===== config.mk =====
export PLATFORM = sky130hd
export DESIGN_NAME = tick_stamp
export DESIGN_NICKNAME = d
export VERILOG_FILES = /design/src/rtl/tick_stamp_pkg.sv /design/src/rtl/ts_rst_sync.sv /design/src/rtl/ts_snap.sv /design/src/rtl/ts_mul.sv /design/src/rtl/ts_clamp.sv /design/src/rtl/tick_stamp.sv
export SDC_FILE = /design/constraint.sdc
export NUM_CORES = 2
export LEC_CHECK = 0
export BUFFER_PORTS_ARGS = -buffer_cell sky130_fd_sc_hd__buf_2
export CORE_MARGIN = 1.5
export CORE_UTILIZATION = 26
export DETAILED_ROUTE_END_ITERATION = 10
export GPL_TIMING_DRIVEN = 0
export PLACE_DENSITY = 0.42
export REMOVE_ABC_BUFFERS = 1
export SLEW_MARGIN = 0
export SYNTH_ARGS = -nofsm -noshare
export SYNTH_HDL_FRONTEND = slang
export SYNTH_SLANG_ARGS = --single-unit

===== constraint.sdc =====
create_clock -name clk -period 34.6 [get_ports clk]
set_clock_uncertainty 0.15 [all_clocks]
set_input_delay 3.46 -clock clk [delete_from_list [all_inputs] [get_ports clk]]
set_output_delay 3.46 -clock clk [all_outputs]
set_load 0.01 [all_outputs]

===== src/rtl/tick_stamp_pkg.sv =====
package tick_stamp_pkg;
  // How the sample in flight is to be treated by the clamp stage
  typedef enum logic [1:0] {
    SMP_INTERP  = 2'd0,
    SMP_CAPTURE = 2'd1,
    SMP_BYPASS  = 2'd2
  } smp_kind_e;
endpackage


===== src/rtl/ts_rst_sync.sv =====
module ts_rst_sync #(
  parameter int STAGES = 2
) (
  input  logic clk,
  input  logic rst_n,
  output logic rst_n_sync
);
  logic [STAGES-1:0] sh_q;
  logic [STAGES-1:0] sh_d;

  always_comb begin
    sh_d = {sh_q[STAGES-2:0], 1'b1};
  end

  always_ff @(posedge clk or negedge rst_n) begin
    if (!rst_n) sh_q <= '0;
    else        sh_q <= sh_d;
  end

  assign rst_n_sync = sh_q[STAGES-1];
endmodule


===== src/rtl/ts_snap.sv =====
module ts_snap
  import tick_stamp_pkg::*;
#(
  parameter int CYC_W   = 64,
  parameter int TS_W    = 64,
  parameter int DELTA_W = 32,
  parameter int SCALE_W = 32
) (
  input  logic               clk,
  input  logic               rst_n,
  input  logic [CYC_W-1:0]   cyc_i,
  input  logic [TS_W-1:0]    ref_i,
  input  logic               resync_i,
  input  logic               bypass_i,
  input  logic [SCALE_W-1:0] scale_i,
  output logic               vld_o,
  output smp_kind_e          kind_o,
  output logic [TS_W-1:0]    base_o,
  output logic [DELTA_W-1:0] delta_o,
  output logic [SCALE_W-1:0] scale_o
);
  // snapshot state
  logic               snap_vld_q;
  logic [CYC_W-1:0]   snap_cyc_q;
  logic [TS_W-1:0]    snap_tk_q;
  logic               snap_en;
  // stage registers
  logic               vld_q;
  smp_kind_e          kind_q, kind_d;
  logic [TS_W-1:0]    base_q, base_d;
  logic [DELTA_W-1:0] delta_q, delta_d;
  logic [SCALE_W-1:0] scale_q;
  logic               direct;

  always_comb begin
    snap_en = resync_i | ~snap_vld_q;
    direct  = snap_en | bypass_i;
    if (bypass_i)     kind_d = SMP_BYPASS;
    else if (snap_en) kind_d = SMP_CAPTURE;
    else              kind_d = SMP_INTERP;
    base_d  = direct ? ref_i : snap_tk_q;
    delta_d = direct ? '0 : DELTA_W'(cyc_i - snap_cyc_q);
  end

  always_ff @(posedge clk or negedge rst_n) begin
    if (!rst_n) begin
      snap_vld_q <= 1'b0;
      snap_cyc_q <= '0;
      snap_tk_q  <= '0;
    end else if (snap_en) begin
      snap_vld_q <= 1'b1;
      snap_cyc_q <= cyc_i;
      snap_tk_q  <= ref_i;
    end
  end

  always_ff @(posedge clk or negedge rst_n) begin
    if (!rst_n) begin
      vld_q   <= 1'b0;
      kind_q  <= SMP_INTERP;
      base_q  <= '0;
      delta_q <= '0;
      scale_q <= '0;
    end else begin
      vld_q   <= 1'b1;
      kind_q  <= kind_d;
      base_q  <= base_d;
      delta_q <= delta_d;
      scale_q <= scale_i;
    end
  end

  assign vld_o   = vld_q;
  assign kind_o  = kind_q;
  assign base_o  = base_q;
  assign delta_o = delta_q;
  assign scale_o = scale_q;
endmodule


===== src/rtl/ts_mul.sv =====
module ts_mul
  import tick_stamp_pkg::*;
#(
  parameter int TS_W    = 64,
  parameter int DELTA_W = 32,
  parameter int SCALE_W = 32,
  localparam int PROD_W = DELTA_W + SCALE_W
) (
  input  logic               clk,
  input  logic               rst_n,
  input  logic               vld_i,
  input  smp_kind_e          kind_i,
  input  logic [TS_W-1:0]    base_i,
  input  logic [DELTA_W-1:0] delta_i,
  input  logic [SCALE_W-1:0] scale_i,
  output logic               vld_o,
  output smp_kind_e          kind_o,
  output logic [TS_W-1:0]    base_o,
  output logic [PROD_W-1:0]  prod_o
);
  logic [PROD_W-1:0] prod_d;

  always_comb begin
    prod_d = PROD_W'(delta_i) * PROD_W'(scale_i);
  end

  always_ff @(posedge clk or negedge rst_n) begin
    if (!rst_n) begin
      vld_o  <= 1'b0;
      kind_o <= SMP_INTERP;
      base_o <= '0;
      prod_o <= '0;
    end else begin
      vld_o  <= vld_i;
      kind_o <= kind_i;
      base_o <= base_i;
      prod_o <= prod_d;
    end
  end
endmodule


===== src/rtl/ts_clamp.sv =====
module ts_clamp
  import tick_stamp_pkg::*;
#(
  parameter int TS_W   = 64,
  parameter int PROD_W = 64,
  parameter int FRAC_W = 24
) (
  input  logic              clk,
  input  logic              rst_n,
  input  logic              vld_i,
  input  smp_kind_e         kind_i,
  input  logic [TS_W-1:0]   base_i,
  input  logic [PROD_W-1:0] prod_i,
  output logic [TS_W-1:0]   ts_o,
  output logic              vld_o
);
  localparam int MSB = TS_W - 1;

  logic [TS_W-1:0] raw;
  logic [TS_W-1:0] ts_d;
  logic            behind;
  logic            wraps;
  logic            hold;

  always_comb begin
    raw    = base_i + TS_W'(prod_i >> FRAC_W);
    behind = $signed(raw) < $signed(ts_o);
    wraps  = raw[MSB] & ~ts_o[MSB];
    hold   = (kind_i == SMP_INTERP) & behind & ~wraps;
    ts_d   = hold ? ts_o : raw;
  end

  always_ff @(posedge clk or negedge rst_n) begin
    if (!rst_n) begin
      ts_o  <= '0;
      vld_o <= 1'b0;
    end else if (vld_i) begin
      ts_o  <= ts_d;
      vld_o <= 1'b1;
    end
  end
endmodule


===== src/rtl/tick_stamp.sv =====
module tick_stamp
  import tick_stamp_pkg::*;
#(
  parameter int CYC_W       = 64,
  parameter int TS_W        = 64,
  parameter int DELTA_W     = 32,
  parameter int SCALE_W     = 32,
  parameter int FRAC_W      = 24,
  parameter int SYNC_STAGES = 2
) (
  input  logic               clk,
  input  logic               rst_n,
  input  logic [CYC_W-1:0]   cyc_i,
  input  logic [TS_W-1:0]    ref_i,
  input  logic               resync_i,
  input  logic               bypass_i,
  input  logic [SCALE_W-1:0] scale_i,
  output logic [TS_W-1:0]    ts_o,
  output logic               vld_o
);
  localparam int PROD_W = DELTA_W + SCALE_W;

  logic               rst_n_int;
  logic               s1_vld;
  smp_kind_e          s1_kind;
  logic [TS_W-1:0]    s1_base;
  logic [DELTA_W-1:0] s1_delta;
  logic [SCALE_W-1:0] s1_scale;
  logic               s2_vld;
  smp_kind_e          s2_kind;
  logic [TS_W-1:0]    s2_base;
  logic [PROD_W-1:0]  s2_prod;

  ts_rst_sync #(.STAGES(SYNC_STAGES)) u_rst (
    .clk(clk), .rst_n(rst_n), .rst_n_sync(rst_n_int)
  );

  ts_snap #(.CYC_W(CYC_W), .TS_W(TS_W), .DELTA_W(DELTA_W), .SCALE_W(SCALE_W)) u_snap (
    .clk(clk), .rst_n(rst_n_int), .cyc_i(cyc_i), .ref_i(ref_i),
    .resync_i(resync_i), .bypass_i(bypass_i), .scale_i(scale_i),
    .vld_o(s1_vld), .kind_o(s1_kind), .base_o(s1_base),
    .delta_o(s1_delta), .scale_o(s1_scale)
  );

  ts_mul #(.TS_W(TS_W), .DELTA_W(DELTA_W), .SCALE_W(SCALE_W)) u_mul (
    .clk(clk), .rst_n(rst_n_int), .vld_i(s1_vld), .kind_i(s1_kind),
    .base_i(s1_base), .delta_i(s1_delta), .scale_i(s1_scale),
    .vld_o(s2_vld), .kind_o(s2_kind), .base_o(s2_base), .prod_o(s2_prod)
  );

  ts_clamp #(.TS_W(TS_W), .PROD_W(PROD_W), .FRAC_W(FRAC_W)) u_clamp (
    .clk(clk), .rst_n(rst_n_int), .vld_i(s2_vld), .kind_i(s2_kind),
    .base_i(s2_base), .prod_i(s2_prod), .ts_o(ts_o), .vld_o(vld_o)
  );
endmodule


After elaboration in Yosys (flattened, before gate mapping)

Cells that the tools add are included.

Register bits after elaboration: 426
Input bits: 164
Output and inout bits: 65
Word-level logic and storage cells: 34

$add $sub $neg: 2
$mul: 1
Magnitude comparators: 1
Muxes and demuxes: 4
Bitwise operators: 9
Reductions and logical operators: 2

Operator list:

| kind              | number |
|---|---|
| $add A64 B40 Y64  | 1 |
| $lt A64 B64 Y1    | 1 |
| $mul A32 B32 Y64  | 1 |
| $mux W64          | 1 |
| $mux W32          | 1 |
| $sub A32 B32 Y32  | 1 |
| $not A1 Y1        | 4 |
| $and A1 B1 Y1     | 3 |
| $logic_not A2 Y1  | 1 |
| $mux W2           | 1 |
| $or A1 B1 Y1      | 2 |
| $reduce_and A2 Y1 | 1 |
| $mux W1           | 1 |

Longest topological paths before layout

Word-level depth: 6
Depth in mapped cells: 28

Modules after synthesis

From an unflattened synthesis, not the netlist that was laid out.

Cells, all modules: 5462
Area total of the unflattened synthesis: 53282.4 um^2

Modules (own cells, without submodules):

| module      | times used | cells an instance | area an instance (um^2) |
|---|---|---|---|
| ts_mul      | 1          | 3803              | 36513.8 |
| ts_snap     | 1          | 870               | 9714.3 |
| ts_clamp    | 1          | 786               | 7000.5 |
| ts_rst_sync | 1          | 3                 | 53.8 |

Least setup slack after synthesis

OpenSTA, ideal clock, no wires.

Kind: register to register
From: register u_snap.scale_q[8], in the netlist u_snap.scale_o[8]
To: register u_mul.prod_o[63]
Library setup time: 0.129 ns
Arrival: 7.086 ns
Required time: 34.321 ns
Slack: 27.234 ns
Stages on the path, launching flop included: 25
Path buffers: 2
Clock period less this slack: 7.366 ns
Cell sequence: dfrtp_1 > clkbuf_1 > and2_1 > fa_1 > fa_1 > inv_1 > fa_1 > fa_1 > fa_1 > inv_1 > fa_1 > fa_1 > fa_1 > ha_1 > clkbuf_1 > nand4_1 > or2_2 > o32ai_1 > o21a_1 > o211ai_1 > nand3_1 > a41o_1 > nor3b_1 > a221oi_1 > xnor2_1

Longest elaborated chain between the ends: 1

Ends and longest elaborated chain:

| what                   | line          | text |
|---|---|---|
| from (decl)            | ts_snap.sv:32 | `logic [SCALE_W-1:0] scale_q;` |
| from (signal assigned) | ts_snap.sv:69 | `scale_q <= scale_i;` |
| $mul A32 B32 Y64       | ts_mul.sv:24  | `prod_d = PROD_W'(delta_i) * PROD_W'(scale_i);` |
| via u_mul.prod_d[63]   | ts_mul.sv:21  | `logic [PROD_W-1:0] prod_d;` |
| to (signal assigned)   | ts_mul.sv:37  | `prod_o <= prod_d;` |
| to (decl)              | ts_mul.sv:19  | `output logic [PROD_W-1:0] prod_o` |

The timed path passes the listed nets, and every way through them passes these cells.
A chain may end at the register's enable or synchronous reset.

Final worst setup path

From: register u_snap.scale_q[5], in the netlist u_snap.scale_o[5]
To: register u_mul.prod_o[63]

Same word-level chain as after synthesis.

==> metrics <==
CTS tree done; failing checks max-capacitance violations, max-slew violations; Tightest Pin Transition 1.51 ns; pin count of the biggest net entering global routing 66; Main synth FF type dfrtp_1; vias in the first global route 38900; Bufs on Longest Clock Path 3; mapped cell area 51000 sq um; nets 6696; clk_lat worst skew 0.67 ns; Core Area 195000 sq um; Worst-path clk slew 0.06 ns; crit path kind reg -> reg; first-pass GRT wire length 236000 um; most area-hungry cell type in the Yosys netlist fa_1; synth warn 0; Slew Limit Fails 33; Setup crit start kind flop; Top cell by count, worst path fa_1; Root Buffer clkbuf_16; IO Port Bufs 196; Syn Inst Count 5191; site row count 162; Max Cap Viol 1; Unique masters post-synth 76; Die ar. 199000 sq um; Total GRT Usage 0.155; crit path max fanout 32; CP arrival 9.68 ns; postcts setup bufs 0; Fin Setup TNS 0 ns; relative slew slack -0.00341; Final Util 0.293; H-tree levels 2; share of post-route cells with drive strength above 1 0.107; CTS Sinks 402; Post-synth EDFFs 0; Routed WL per cell 19.0 um; max frequency 0.108 GHz; maximum VDD drop 34.2 uV; Final Setup Violations 0; power per cell area 47.7 nW/um^2; Worst path slowest cell dfrtp_1; Largest stage delay, worst path 1.34 ns; initial drt markers 1502; Yosys top cell area share 0.352; hold crit path type reg -> async; PostCTS Resize Cnt 0; period utilization 0.268; Num CTS Buffers 49; hold buffers post-CTS 0; initial antenna violation count 34; final hold violations 0; # IOs 229; status complete, but fails checks; crit end category flop; DRT Wirelength 150000 um; drt drc 0; RD Place Congestion 0.812; syn_area_per_cell 9.83 sq um; Starting Density 0.262; min Tclk post-route 9.29 ns; async set or reset register ratio after synthesis 1.00; critical path required time 34.99 ns; Seq/Total Area, Yosys 0.197; unrepaired setup endpoints after global routing no; Die Span Y 446 um; Leak Pwr 28.3 nW; width of the die 446 um; post-DP HPWL 117000 um; drt via density 4.41; area added between synthesis and finish 12.1%; ranking of synthesized cells by area fa_1 35%, dfrtp_1 20%, ha_1 9.7%; gr ovfl total 0; first-pass iteration count of the detailed router 5; via count 34900; flops & latches, synth 402; ANT nets after route 0
-- stage by stage --
stage / hold slack [ns] / power [mW] / cells / cell area (sq um) / worst slack, ns
after floorplan: 0.181 / 1.65 / 4952 / 50100 / 22.42
after global placement: 0.183 / 2.17 / 7772 / 54300 / 12.75
after detailed placement: 0.185 / 2.19 / 7814 / 55300 / 25.26
after CTS: 0.188 / 2.80 / 7906 / 57200 / 25.29
after global routing: 0.201 / 2.99 / 7909 / 57200 / 24.86
final: 0.188 / 2.73 / 7916 / 57200 / 25.31
-- state kept, by name, summed over array words and instances (netlist names), 2 cells and up --
register / count
u_clamp.ts_o: 64
u_mul.base_o: 64
u_mul.kind_o: 2
u_mul.prod_o: 40
u_rst.sh_q: 2
u_snap.base_o: 64
u_snap.delta_o: 32
u_snap.kind_o: 2
u_snap.scale_o: 32
u_snap.snap_cyc_q: 32
u_snap.snap_tk_q: 64
-- cell usage in the layout, fill, tap and decap left out, drive strengths merged, types with 41 or more instances in the layout --
| master | n |
|---|---|
| inv | 983 |
| ha | 394 |
| buf | 238 |
| a21oi | 139 |
| nor2 | 82 |
| nand2 | 716 |
| o21ai | 70 |
| clkbuf | 63 |
| xor2 | 47 |
| fa | 897 |
| a21o | 105 |
| and2 | 595 |
| xnor2 | 82 |
| nand4 | 41 |
| dfrtp | 402 |
| mux2 | 159 |
-- power breakdown --
group	total (mW)	switching (mW)	internal (mW)
registers	0.641	0.0875	0.554
logic	1.50	0.880	0.624
clock network	0.581	0.236	0.345
-- final cells by class --
class / instances / area [sq um]
well taps: 2624 / 3280
clock inverters: 29 / 449
diodes: 10 / 25.0
fillers: 20600 / 138000
repair buffers: 238 / 1880
flip-flops and latches: 402 / 10100
clock buffers: 63 / 1380
multi-input cells: 3568 / 36400
inverters: 982 / 3690
-- worst paths after layout --
path                                         from           endpoint  cells past startpoint  slack (ns)
worst max register to register  u_snap.scale_o[5]   u_mul.prod_o[63]                     25       25.31
worst max-delay path            u_snap.scale_o[5]   u_mul.prod_o[63]                     25       25.31
worst min-delay path                u_rst.sh_q[1]  u_snap.snap_vld_q                      0        0.19
worst min register to register      u_rst.sh_q[1]  u_snap.snap_vld_q                      0        0.19
min in group clk                u_snap.base_o[56]   u_mul.base_o[56]                      0        0.19
max in group asynchronous                   rst_n      u_rst.sh_q[1]                      1       31.78
-- per-layer routing --
layer	routed length [um]	share of wire	up-vias	global-route usage
li1	-	-	15900	-
met1	66500	0.44	18300	0.203
met2	75400	0.50	566	0.274
met3	4180	0.028	220	0.0142
met4	4070	0.027	2	0.0397
met5	13	0.000087	-	0
-- cell families after synthesis --
group | Yosys count | share of synthesized area
other | 1 | 0.0000735
flip-flops | 402 | 0.197
AO/OA/AOI/OAI | 425 | 0.0543
AND/OR/NAND/NOR | 1559 | 0.151
adder cells (fa/ha/maj) | 1291 | 0.449
XOR/XNOR | 129 | 0.0221
buffers and inverters | 1223 | 0.0909
multiplexers | 161 | 0.0355
-- cells in the mapped netlist (3+ instances only) --
cell type  count
nor3_1        17
a31oi_1       13
o211ai_1       7
mux2_2       154
clkbuf_1     229
nor2b_1       17
o21ai_1        3
a41oi_1        3
buf_1          3
xnor2_1       82
nand2_1      716
nand3_1       33
and3_1        15
nor2_1        82
o221ai_1       5
nand4_1       41
o21a_1         5
o21bai_1      16
nand2b_1      21
o31ai_1        7
a21oi_1      138
or3_1          3
a21o_1       104
dfrtp_1      402
o31a_1         3
ha_1         394
fa_1         897
o21ai_0       66
a211oi_1      15
and4_1         4
xor2_1        47
a221oi_1       6
or2_2          5
buf_6          6
mux2_1         5
and2_1       595
inv_1        982
-- worst max-delay path: cells and delay by family, from the launching register on --
| kind | cells | cell delay, ns |
|---|---|---|
| adder cells (fa/ha/maj) | 9 | 4.46 |
| AO/OA/AOI/OAI | 7 | 2.14 |
| flip-flops | 1 | 1.34 |
| AND/OR/NAND/NOR | 3 | 0.57 |
| buffers and inverters | 5 | 0.27 |
| XOR/XNOR | 1 | 0.24 |
No activity file was read; power rests on OpenSTA's default activity.
